`src/rtl/flow_pkg.sv`:
```
package flow_pkg;
  typedef enum logic [2:0] {
    SRC_HOLD = 3'd0,
    SRC_SEQ  = 3'd1,
    SRC_BR   = 3'd2,
    SRC_IRQ  = 3'd3,
    SRC_RET  = 3'd4
  } flow_src_e;
endpackage

```
`src/rtl/flow_slot_ctr.sv`:
```
module flow_slot_ctr #(
  parameter int ADDR_W = 32,
  parameter int SLOTS  = 6
) (
  input  logic              clk,
  input  logic              rst_n,
  input  logic              adv_en_i,
  input  logic              br_taken_i,
  input  logic [ADDR_W-1:0] br_tgt_i,
  output logic              busy_o,
  output logic              redirect_o,
  output logic [ADDR_W-1:0] tgt_o,
  output logic              illegal_o
);
  localparam int CNT_W = $clog2(SLOTS + 1);
  localparam logic [CNT_W-1:0] CNT_LOAD = CNT_W'(SLOTS);
  localparam logic [CNT_W-1:0] CNT_ONE  = CNT_W'(1);

  logic [CNT_W-1:0]  cnt_q, cnt_d;
  logic [ADDR_W-1:0] tgt_q;
  logic              cnt_en, tgt_en;

  always_comb begin
    busy_o     = (cnt_q != '0);
    redirect_o = adv_en_i && (cnt_q == CNT_ONE);
    illegal_o  = adv_en_i && br_taken_i && busy_o;
    cnt_en     = adv_en_i;
    tgt_en     = adv_en_i && br_taken_i && !busy_o;
    if (busy_o)          cnt_d = cnt_q - CNT_ONE;
    else if (br_taken_i) cnt_d = CNT_LOAD;
    else                 cnt_d = '0;
    tgt_o      = tgt_q;
  end

  always_ff @(posedge clk or negedge rst_n) begin
    if (!rst_n)      cnt_q <= '0;
    else if (cnt_en) cnt_q <= cnt_d;
  end

  always_ff @(posedge clk or negedge rst_n) begin
    if (!rst_n)      tgt_q <= '0;
    else if (tgt_en) tgt_q <= br_tgt_i;
  end


  last_slot_clears_chk: assert property (@(posedge clk) disable iff (!rst_n)
    redirect_o |=> (cnt_q == '0));

  branch_loads_chk: assert property (@(posedge clk) disable iff (!rst_n)
    (adv_en_i && br_taken_i && !busy_o) |=> (cnt_q == CNT_LOAD));

  illegal_keeps_target_chk: assert property (@(posedge clk) disable iff (!rst_n)
    illegal_o |=> $stable(tgt_q));

  no_overrun_chk: assert property (@(posedge clk) disable iff (!rst_n)
    cnt_q <= CNT_LOAD);
endmodule

```
`src/rtl/flow_irq_ctl.sv`:
```
module flow_irq_ctl #(
  parameter int ADDR_W = 32
) (
  input  logic              clk,
  input  logic              rst_n,
  input  logic              irq_req_i,
  input  logic [ADDR_W-1:0] irq_vec_i,
  input  logic              irq_ret_i,
  input  logic              slots_busy_i,
  input  logic [ADDR_W-1:0] cur_pc_i,
  output logic              enter_o,
  output logic              leave_o,
  output logic [ADDR_W-1:0] vec_o,
  output logic [ADDR_W-1:0] ret_addr_o,
  output logic              in_isr_o
);
  logic              irq_pend_q, irq_pend_d;
  logic              ret_pend_q, ret_pend_d;
  logic              in_isr_q, in_isr_d;
  logic [ADDR_W-1:0] vec_q, vec_d;
  logic [ADDR_W-1:0] ret_q;
  logic              want_irq, want_ret, vec_en;

  always_comb begin
    want_irq   = irq_pend_q || irq_req_i;
    want_ret   = in_isr_q && (ret_pend_q || irq_ret_i);
    enter_o    = want_irq && !in_isr_q && !slots_busy_i;
    leave_o    = want_ret && !slots_busy_i;
    vec_o      = irq_pend_q ? vec_q : irq_vec_i;
    irq_pend_d = want_irq && !enter_o;
    ret_pend_d = want_ret && !leave_o;
    vec_en     = irq_req_i && !irq_pend_q;
    vec_d      = irq_vec_i;
    in_isr_d   = in_isr_q;
    if (enter_o) in_isr_d = 1'b1;
    if (leave_o) in_isr_d = 1'b0;
    ret_addr_o = ret_q;
    in_isr_o   = in_isr_q;
  end

  always_ff @(posedge clk or negedge rst_n) begin
    if (!rst_n) begin
      irq_pend_q <= 1'b0;
      ret_pend_q <= 1'b0;
      in_isr_q   <= 1'b0;
    end else begin
      irq_pend_q <= irq_pend_d;
      ret_pend_q <= ret_pend_d;
      in_isr_q   <= in_isr_d;
    end
  end

  always_ff @(posedge clk or negedge rst_n) begin
    if (!rst_n)      vec_q <= '0;
    else if (vec_en) vec_q <= vec_d;
  end

  always_ff @(posedge clk or negedge rst_n) begin
    if (!rst_n)       ret_q <= '0;
    else if (enter_o) ret_q <= cur_pc_i;
  end


  resume_saved_chk: assert property (@(posedge clk) disable iff (!rst_n)
    $rose(in_isr_q) |-> (ret_q == $past(cur_pc_i)));

  resume_kept_chk: assert property (@(posedge clk) disable iff (!rst_n)
    (in_isr_q && $past(in_isr_q)) |-> $stable(ret_q));

  entry_after_slots_chk: assert property (@(posedge clk) disable iff (!rst_n)
    $rose(in_isr_q) |-> $past(!slots_busy_i));
endmodule

```
`src/rtl/flow_pc_reg.sv`:
```
module flow_pc_reg
  import flow_pkg::*;
#(
  parameter int                ADDR_W     = 32,
  parameter int                ADV_W      = 7,
  parameter logic [ADDR_W-1:0] RESET_ADDR = '0
) (
  input  logic              clk,
  input  logic              rst_n,
  input  flow_src_e         sel_i,
  input  logic [ADV_W-1:0]  adv_i,
  input  logic [ADDR_W-1:0] tgt_i,
  input  logic [ADDR_W-1:0] vec_i,
  input  logic [ADDR_W-1:0] ret_i,
  input  logic              illegal_i,
  output logic [ADDR_W-1:0] pc_o,
  output logic              flush_o,
  output logic              illegal_o
);
  logic [ADDR_W-1:0] pc_q, pc_d;
  logic              pc_en;
  logic              flush_q, flush_d;
  logic              ill_q;

  always_comb begin
    pc_en   = (sel_i != SRC_HOLD);
    flush_d = (sel_i == SRC_IRQ) || (sel_i == SRC_RET);
    unique case (sel_i)
      SRC_SEQ: pc_d = pc_q + ADDR_W'(adv_i);
      SRC_BR:  pc_d = tgt_i;
      SRC_IRQ: pc_d = vec_i;
      SRC_RET: pc_d = ret_i;
      default: pc_d = pc_q;
    endcase
    pc_o      = pc_q;
    flush_o   = flush_q;
    illegal_o = ill_q;
  end

  always_ff @(posedge clk or negedge rst_n) begin
    if (!rst_n)     pc_q <= RESET_ADDR;
    else if (pc_en) pc_q <= pc_d;
  end

  always_ff @(posedge clk or negedge rst_n) begin
    if (!rst_n) begin
      flush_q <= 1'b0;
      ill_q   <= 1'b0;
    end else begin
      flush_q <= flush_d;
      ill_q   <= illegal_i;
    end
  end
endmodule

```
`src/rtl/flow_seq.sv`:
```
module flow_seq
  import flow_pkg::*;
#(
  parameter int                ADDR_W     = 32,
  parameter int                ADV_W      = 7,
  parameter int                SLOTS      = 6,
  parameter logic [ADDR_W-1:0] RESET_ADDR = ADDR_W'(32'h0000_1000)
) (
  input  logic              clk,
  input  logic              rst_n,
  input  logic              stall_i,
  input  logic              disp_i,
  input  logic [ADV_W-1:0]  adv_i,
  input  logic              br_taken_i,
  input  logic [ADDR_W-1:0] br_tgt_i,
  input  logic              irq_req_i,
  input  logic [ADDR_W-1:0] irq_vec_i,
  input  logic              irq_ret_i,
  output logic [ADDR_W-1:0] fetch_addr_o,
  output logic              flush_o,
  output logic [ADDR_W-1:0] ret_addr_o,
  output logic              br_illegal_o
);
  logic              adv_en, slot_busy, slot_redirect, slot_illegal;
  logic [ADDR_W-1:0] slot_tgt, vec, ret_addr;
  logic              irq_enter, irq_leave, in_isr;
  flow_src_e         sel;

  always_comb begin
    adv_en = disp_i && !stall_i && !irq_enter && !irq_leave;
    if (irq_enter)          sel = SRC_IRQ;
    else if (irq_leave)     sel = SRC_RET;
    else if (slot_redirect) sel = SRC_BR;
    else if (adv_en)        sel = SRC_SEQ;
    else                    sel = SRC_HOLD;
  end

  flow_slot_ctr #(.ADDR_W(ADDR_W), .SLOTS(SLOTS)) u_slots (
    .clk        (clk),
    .rst_n      (rst_n),
    .adv_en_i   (adv_en),
    .br_taken_i (br_taken_i),
    .br_tgt_i   (br_tgt_i),
    .busy_o     (slot_busy),
    .redirect_o (slot_redirect),
    .tgt_o      (slot_tgt),
    .illegal_o  (slot_illegal)
  );

  flow_irq_ctl #(.ADDR_W(ADDR_W)) u_irq (
    .clk          (clk),
    .rst_n        (rst_n),
    .irq_req_i    (irq_req_i),
    .irq_vec_i    (irq_vec_i),
    .irq_ret_i    (irq_ret_i),
    .slots_busy_i (slot_busy),
    .cur_pc_i     (fetch_addr_o),
    .enter_o      (irq_enter),
    .leave_o      (irq_leave),
    .vec_o        (vec),
    .ret_addr_o   (ret_addr),
    .in_isr_o     (in_isr)
  );

  flow_pc_reg #(.ADDR_W(ADDR_W), .ADV_W(ADV_W), .RESET_ADDR(RESET_ADDR)) u_pc (
    .clk       (clk),
    .rst_n     (rst_n),
    .sel_i     (sel),
    .adv_i     (adv_i),
    .tgt_i     (slot_tgt),
    .vec_i     (vec),
    .ret_i     (ret_addr),
    .illegal_i (slot_illegal),
    .pc_o      (fetch_addr_o),
    .flush_o   (flush_o),
    .illegal_o (br_illegal_o)
  );

  assign ret_addr_o = ret_addr;


  stall_holds_addr_chk: assert property (@(posedge clk) disable iff (!rst_n)
    (stall_i && !irq_enter && !irq_leave) |=> $stable(fetch_addr_o));

  flush_marks_mode_chk: assert property (@(posedge clk) disable iff (!rst_n)
    flush_o |-> (in_isr != $past(in_isr)));

  mode_change_flushes_chk: assert property (@(posedge clk) disable iff (!rst_n)
    (in_isr != $past(in_isr)) |-> flush_o);

  entry_goes_to_vector_chk: assert property (@(posedge clk) disable iff (!rst_n)
    $rose(in_isr) |-> (fetch_addr_o == $past(vec)));

  return_goes_home_chk: assert property (@(posedge clk) disable iff (!rst_n)
    $fell(in_isr) |-> (fetch_addr_o == ret_addr_o));

  illegal_only_in_slots_chk: assert property (@(posedge clk) disable iff (!rst_n)
    br_illegal_o |-> $past(slot_busy));
endmodule

```
`config.mk`:
```
export PLATFORM = sky130hd
export DESIGN_NAME = flow_seq
export DESIGN_NICKNAME = d
export VERILOG_FILES = /design/src/rtl/flow_pkg.sv /design/src/rtl/flow_slot_ctr.sv /design/src/rtl/flow_irq_ctl.sv /design/src/rtl/flow_pc_reg.sv /design/src/rtl/flow_seq.sv
export SDC_FILE = /design/constraint.sdc
export NUM_CORES = 1
export LEC_CHECK = 0
export ABC_AREA = 1
export ABC_CLOCK_PERIOD_IN_PS = 4200
export CAP_MARGIN = 0
export CELL_PAD_IN_SITES_DETAIL_PLACEMENT = 0
export CELL_PAD_IN_SITES_GLOBAL_PLACEMENT = 1
export CORE_MARGIN = 3
export CORE_UTILIZATION = 38
export DETAILED_ROUTE_END_ITERATION = 7
export PLACE_DENSITY_LB_ADDON = 0.15
export SLEW_MARGIN = 20
export SYNTH_ARGS = -nofsm -noshare
export SYNTH_HDL_FRONTEND = slang
export SYNTH_HIERARCHICAL = 1
export SYNTH_SLANG_ARGS = --single-unit
```
`constraint.sdc`:
```
create_clock -name clk -period 4.2 [get_ports clk]
set_input_delay 0.84 -clock clk [delete_from_list [all_inputs] [get_ports clk]]
set_output_delay 0.84 -clock clk [all_outputs]
set_load 0.02 [all_outputs]
```
==> results.cfg <==
[final_layout]
multi_input_area_um2 = 3670
final_area_um2 = 9910
drive_above_1_share_pct = 6.84
nFillCells = 2028
diodes = 0
area_growth_pct = 27.6
register_area_um2 = 3400
final_util_pct = 50.1
fin_nets = 1289

[min_path]
min-delay-start = u_slots/tgt_o[5]$_DFFE_PN0P_
hold_class = flop to flop

[placement]
routabilityCongestion = 0.839
place_ws_ps = 478
post-dp-hpwl_mm = 17.9
portBuffers = 143
place_area_um2 = 9350

[pwr]
power.density_nw_per_um2 = 835
peakVddDrop_mv = 0.347
leakage_nw = 5.00

[worst_setup_path]
crit_chain = clkdlybuf4s50_1, inv_1, nand2_4, nand2_4, inv_1, inv_1, nand2_1, nor2_1, buf_4, nand2_1, nor2_1, inv_1, o21ai_0, nor2_1, nand2_1, inv_2, buf_4, nand2_1, nand2_1, a211oi_1, a21oi_1
slowest_stage = clkdlybuf4s50_1
rr_startpoint = u_slots/cnt_q[0]$_DFFE_PN0P_
startpoint_type = primary input
crit_top_cell = nand2_1
crit_arrival_ps = 3630
startpoint = irq_req_i
critPathKind = primary input to flop
endpoint_kind = flop
slowest_delay_ps = 480
crit_required_ps = 4490
cp_max_fo = 25

[yosys]
yosys_warnings = 6
yosysSeqAreaShare_pct = 43.8
syn_area_um2 = 7770
syn_inst = 1072
synth_edf_count = 0
async_flop_share_pct = 100
synth_area_per_cell_um2 = 7.25
ys_types = 43
synth_flop_cell = dfrtp_1
synth-seq-cells = 136
syn_nets = 1161

[timing]
rsz0062_at_grt = false
clock-skew-final_ps = 7.09
hold_viol_final = 0
fin_setup_tns_ps = 0
worst_pin_slew_ps = 980
setup_ws_ps = 862
slew_headroom_pct = 34.7
max_freq_mhz = 300
fin_crit_ps = 3340
drv_slew = 0
period_share_pct = 79.5
whs_ps = 473
setup_viol = 0

[route]
routed_wirelength_mm = 24.2
routedWlPerCell_um = 16.4
vias = 7367
drcViolationCount = 0
antenna_left = 0
routed_via_density = 4.98
drt_iter0_drc = 625
drtPass1Iterations = 5

[global_routing]
groute.usage.overall_pct = 22.0
grt_pass1_wl_mm = 38.1
grt_pass1_vias = 6681
grt_antenna_before_repair = 0
grt-ovfl-total = 0
grt_max_degree = 104

[floorplanning]
io_pins = 144
core_um2 = 19800
die_area_um2 = 22200
rows = 51
die_x_um = 149
initial_core_util_pct = 39.3
die_y_um = 149

[clock_tree]
cts_root_buf = clkbuf_16
clkLatencyLatePin_ps = 410
htree_levels = 4
clockBufferDepth = 2
cts_buffers = 17
post_cts_resized = 0
ctsHoldBuffers = 0
clkSinkCount = 136
cts_tree = done
cts_setup_buffers = 0
path_clk_slew_ps = 60

[run_status]
status = completed

[job]
drv_cap = 0
-- flip-flops by register name, indices dropped and copies added (netlist names) --
signal	cells
u_pc/flush_o	1
u_irq/ret_pend_q	1
u_pc/pc_o	32
u_slots/cnt_q	3
u_irq/in_isr_o	1
u_irq/vec_q	32
u_slots/tgt_o	32
u_irq/irq_pend_q	1
u_pc/illegal_o	1
u_irq/ret_addr_o	32
-- per-layer routing --
metal	up-vias	global-route usage [%]	share of wire [%]
met5	-	0	0
met4	0	5.31	1.1
met3	18	3.22	5.9
met2	266	30.3	42
met1	3397	36.0	51
li1	3686	-	-
-- power by group --
part           switching [mW]  internal [mW]  leakage, nW
Sequential              0.709           1.96         1.66
Combinational            2.61           1.60         3.07
Clock                   0.561          0.840        0.268
-- area by class of cell --
class	instances	share of cell area [%]
Multi-Input combinational cell	781	37.0
Sequential cell	136	34.3
Timing Repair Buffer	159	15.7
Clock buffer	20	4.61
Inverter	105	4.01
Tap cell	265	3.34
Clock inverter	12	1.03
-- kinds of logic (layout without fill, tap and decap cells) --
group / count (synthesis) / in the layout / synth area share, %
compound gates: 139 / 139 / 10.1
xor+xnor: 7 / 7 / 0.886
fa+ha+maj: 11 / 11 / 1.87
buf+inv: 155 / 296 / 9.04
flops: 136 / 136 / 43.8
simple gates: 624 / 624 / 34.3
-- cells in the mapped netlist (2+ instances only) --
| cell type | count | share of area (%) |
|---|---|---|
| nand2_1 | 404 | 20 |
| dfrtp_1 | 135 | 43 |
| nand3_1 | 119 | 7.7 |
| inv_1 | 100 | 4.8 |
| o21ai_0 | 66 | 4.3 |
| nor2_1 | 60 | 2.9 |
| a21oi_1 | 32 | 2.1 |
| a211oi_1 | 24 | 2.3 |
| buf_2 | 21 | 1.4 |
| buf_4 | 10 | 0.97 |
| clkbuf_1 | 10 | 0.48 |
| ha_1 | 10 | 1.6 |
| o21ai_1 | 8 | 0.52 |
| buf_6 | 7 | 1.0 |
| nand2_2 | 6 | 0.48 |
| nand3b_1 | 6 | 0.58 |
| nand4_1 | 6 | 0.48 |
| nand2_4 | 5 | 0.72 |
| xor2_1 | 5 | 0.56 |
| nor2_2 | 4 | 0.32 |
| nor2_4 | 4 | 0.58 |
| nor3_1 | 4 | 0.26 |
| a22oi_1 | 2 | 0.19 |
| a31oi_1 | 2 | 0.16 |
| buf_1 | 2 | 0.097 |
| inv_2 | 2 | 0.097 |
| or2_2 | 2 | 0.16 |
-- per-stage QoR --
| step | power, mW | std cells |
|---|---|---|
| 3_5_place_dp | 6.87 | 1446 |
| 5_1_grt | 8.92 | 1478 |
| 4_1_cts | 8.30 | 1478 |
| 6_report | 8.28 | 1478 |
| 2_1_floorplan | 5.23 | 1072 |
| 3_3_place_gp | 6.82 | 1446 |
-- path summary, 6_finish.rpt --
check                                                         to  slack, ps  depth (start not counted)
worst max-delay path                   u_pc/pc_o[26]$_DFFE_PN0P_        860                         21
worst min-delay path                u_slots/tgt_o[5]$_DFFE_PN0P_        470                          2
worst max register to register         u_pc/pc_o[26]$_DFFE_PN0P_       1010                         22
worst min register to register      u_slots/tgt_o[5]$_DFFE_PN0P_        470                          2
max in group asynchronous             u_irq/ret_pend_q$_DFF_PN0_       2760                          2
min in group asynchronous       u_irq/ret_addr_o[24]$_DFFE_PN0P_        530                          1
-- critical path: cells and delay by family --
family	cells	cell delay, ps
buffers and inverters	8	1280
AND/OR/NAND/NOR	10	750
AO/OA/AOI/OAI	3	710
-- layout by cell type, fill, tap and decap left out, types with 2 or more instances in the layout --
| cell | netlist | final |
|---|---|---|
| clkinvlp_4 | 0 | 4 |
| o21ai_1 | 8 | 8 |
| or2_2 | 2 | 2 |
| clkinv_4 | 0 | 2 |
| inv_2 | 2 | 2 |
| xor2_1 | 5 | 5 |
| a211oi_1 | 24 | 24 |
| nand3b_1 | 6 | 6 |
| inv_1 | 100 | 100 |
| clkinv_2 | 1 | 6 |
| a31oi_1 | 2 | 2 |
| nand2_1 | 404 | 404 |
| ha_1 | 10 | 10 |
| nand2_2 | 6 | 6 |
| nand3_1 | 119 | 119 |
| a21oi_1 | 32 | 32 |
| clkdlybuf4s50_1 | 0 | 142 |
| nand2_4 | 5 | 5 |
| nor2_1 | 60 | 58 |
| nor2_2 | 4 | 6 |
| clkbuf_8 | 0 | 2 |
| nor3_1 | 4 | 4 |
| dfrtp_1 | 135 | 135 |
| buf_4 | 10 | 16 |
| clkbuf_16 | 0 | 17 |
| o21ai_0 | 66 | 66 |
| a22oi_1 | 2 | 2 |
| nor2_4 | 4 | 4 |
| nand4_1 | 6 | 6 |
Note: power is estimated with default switching activity, not from simulation.
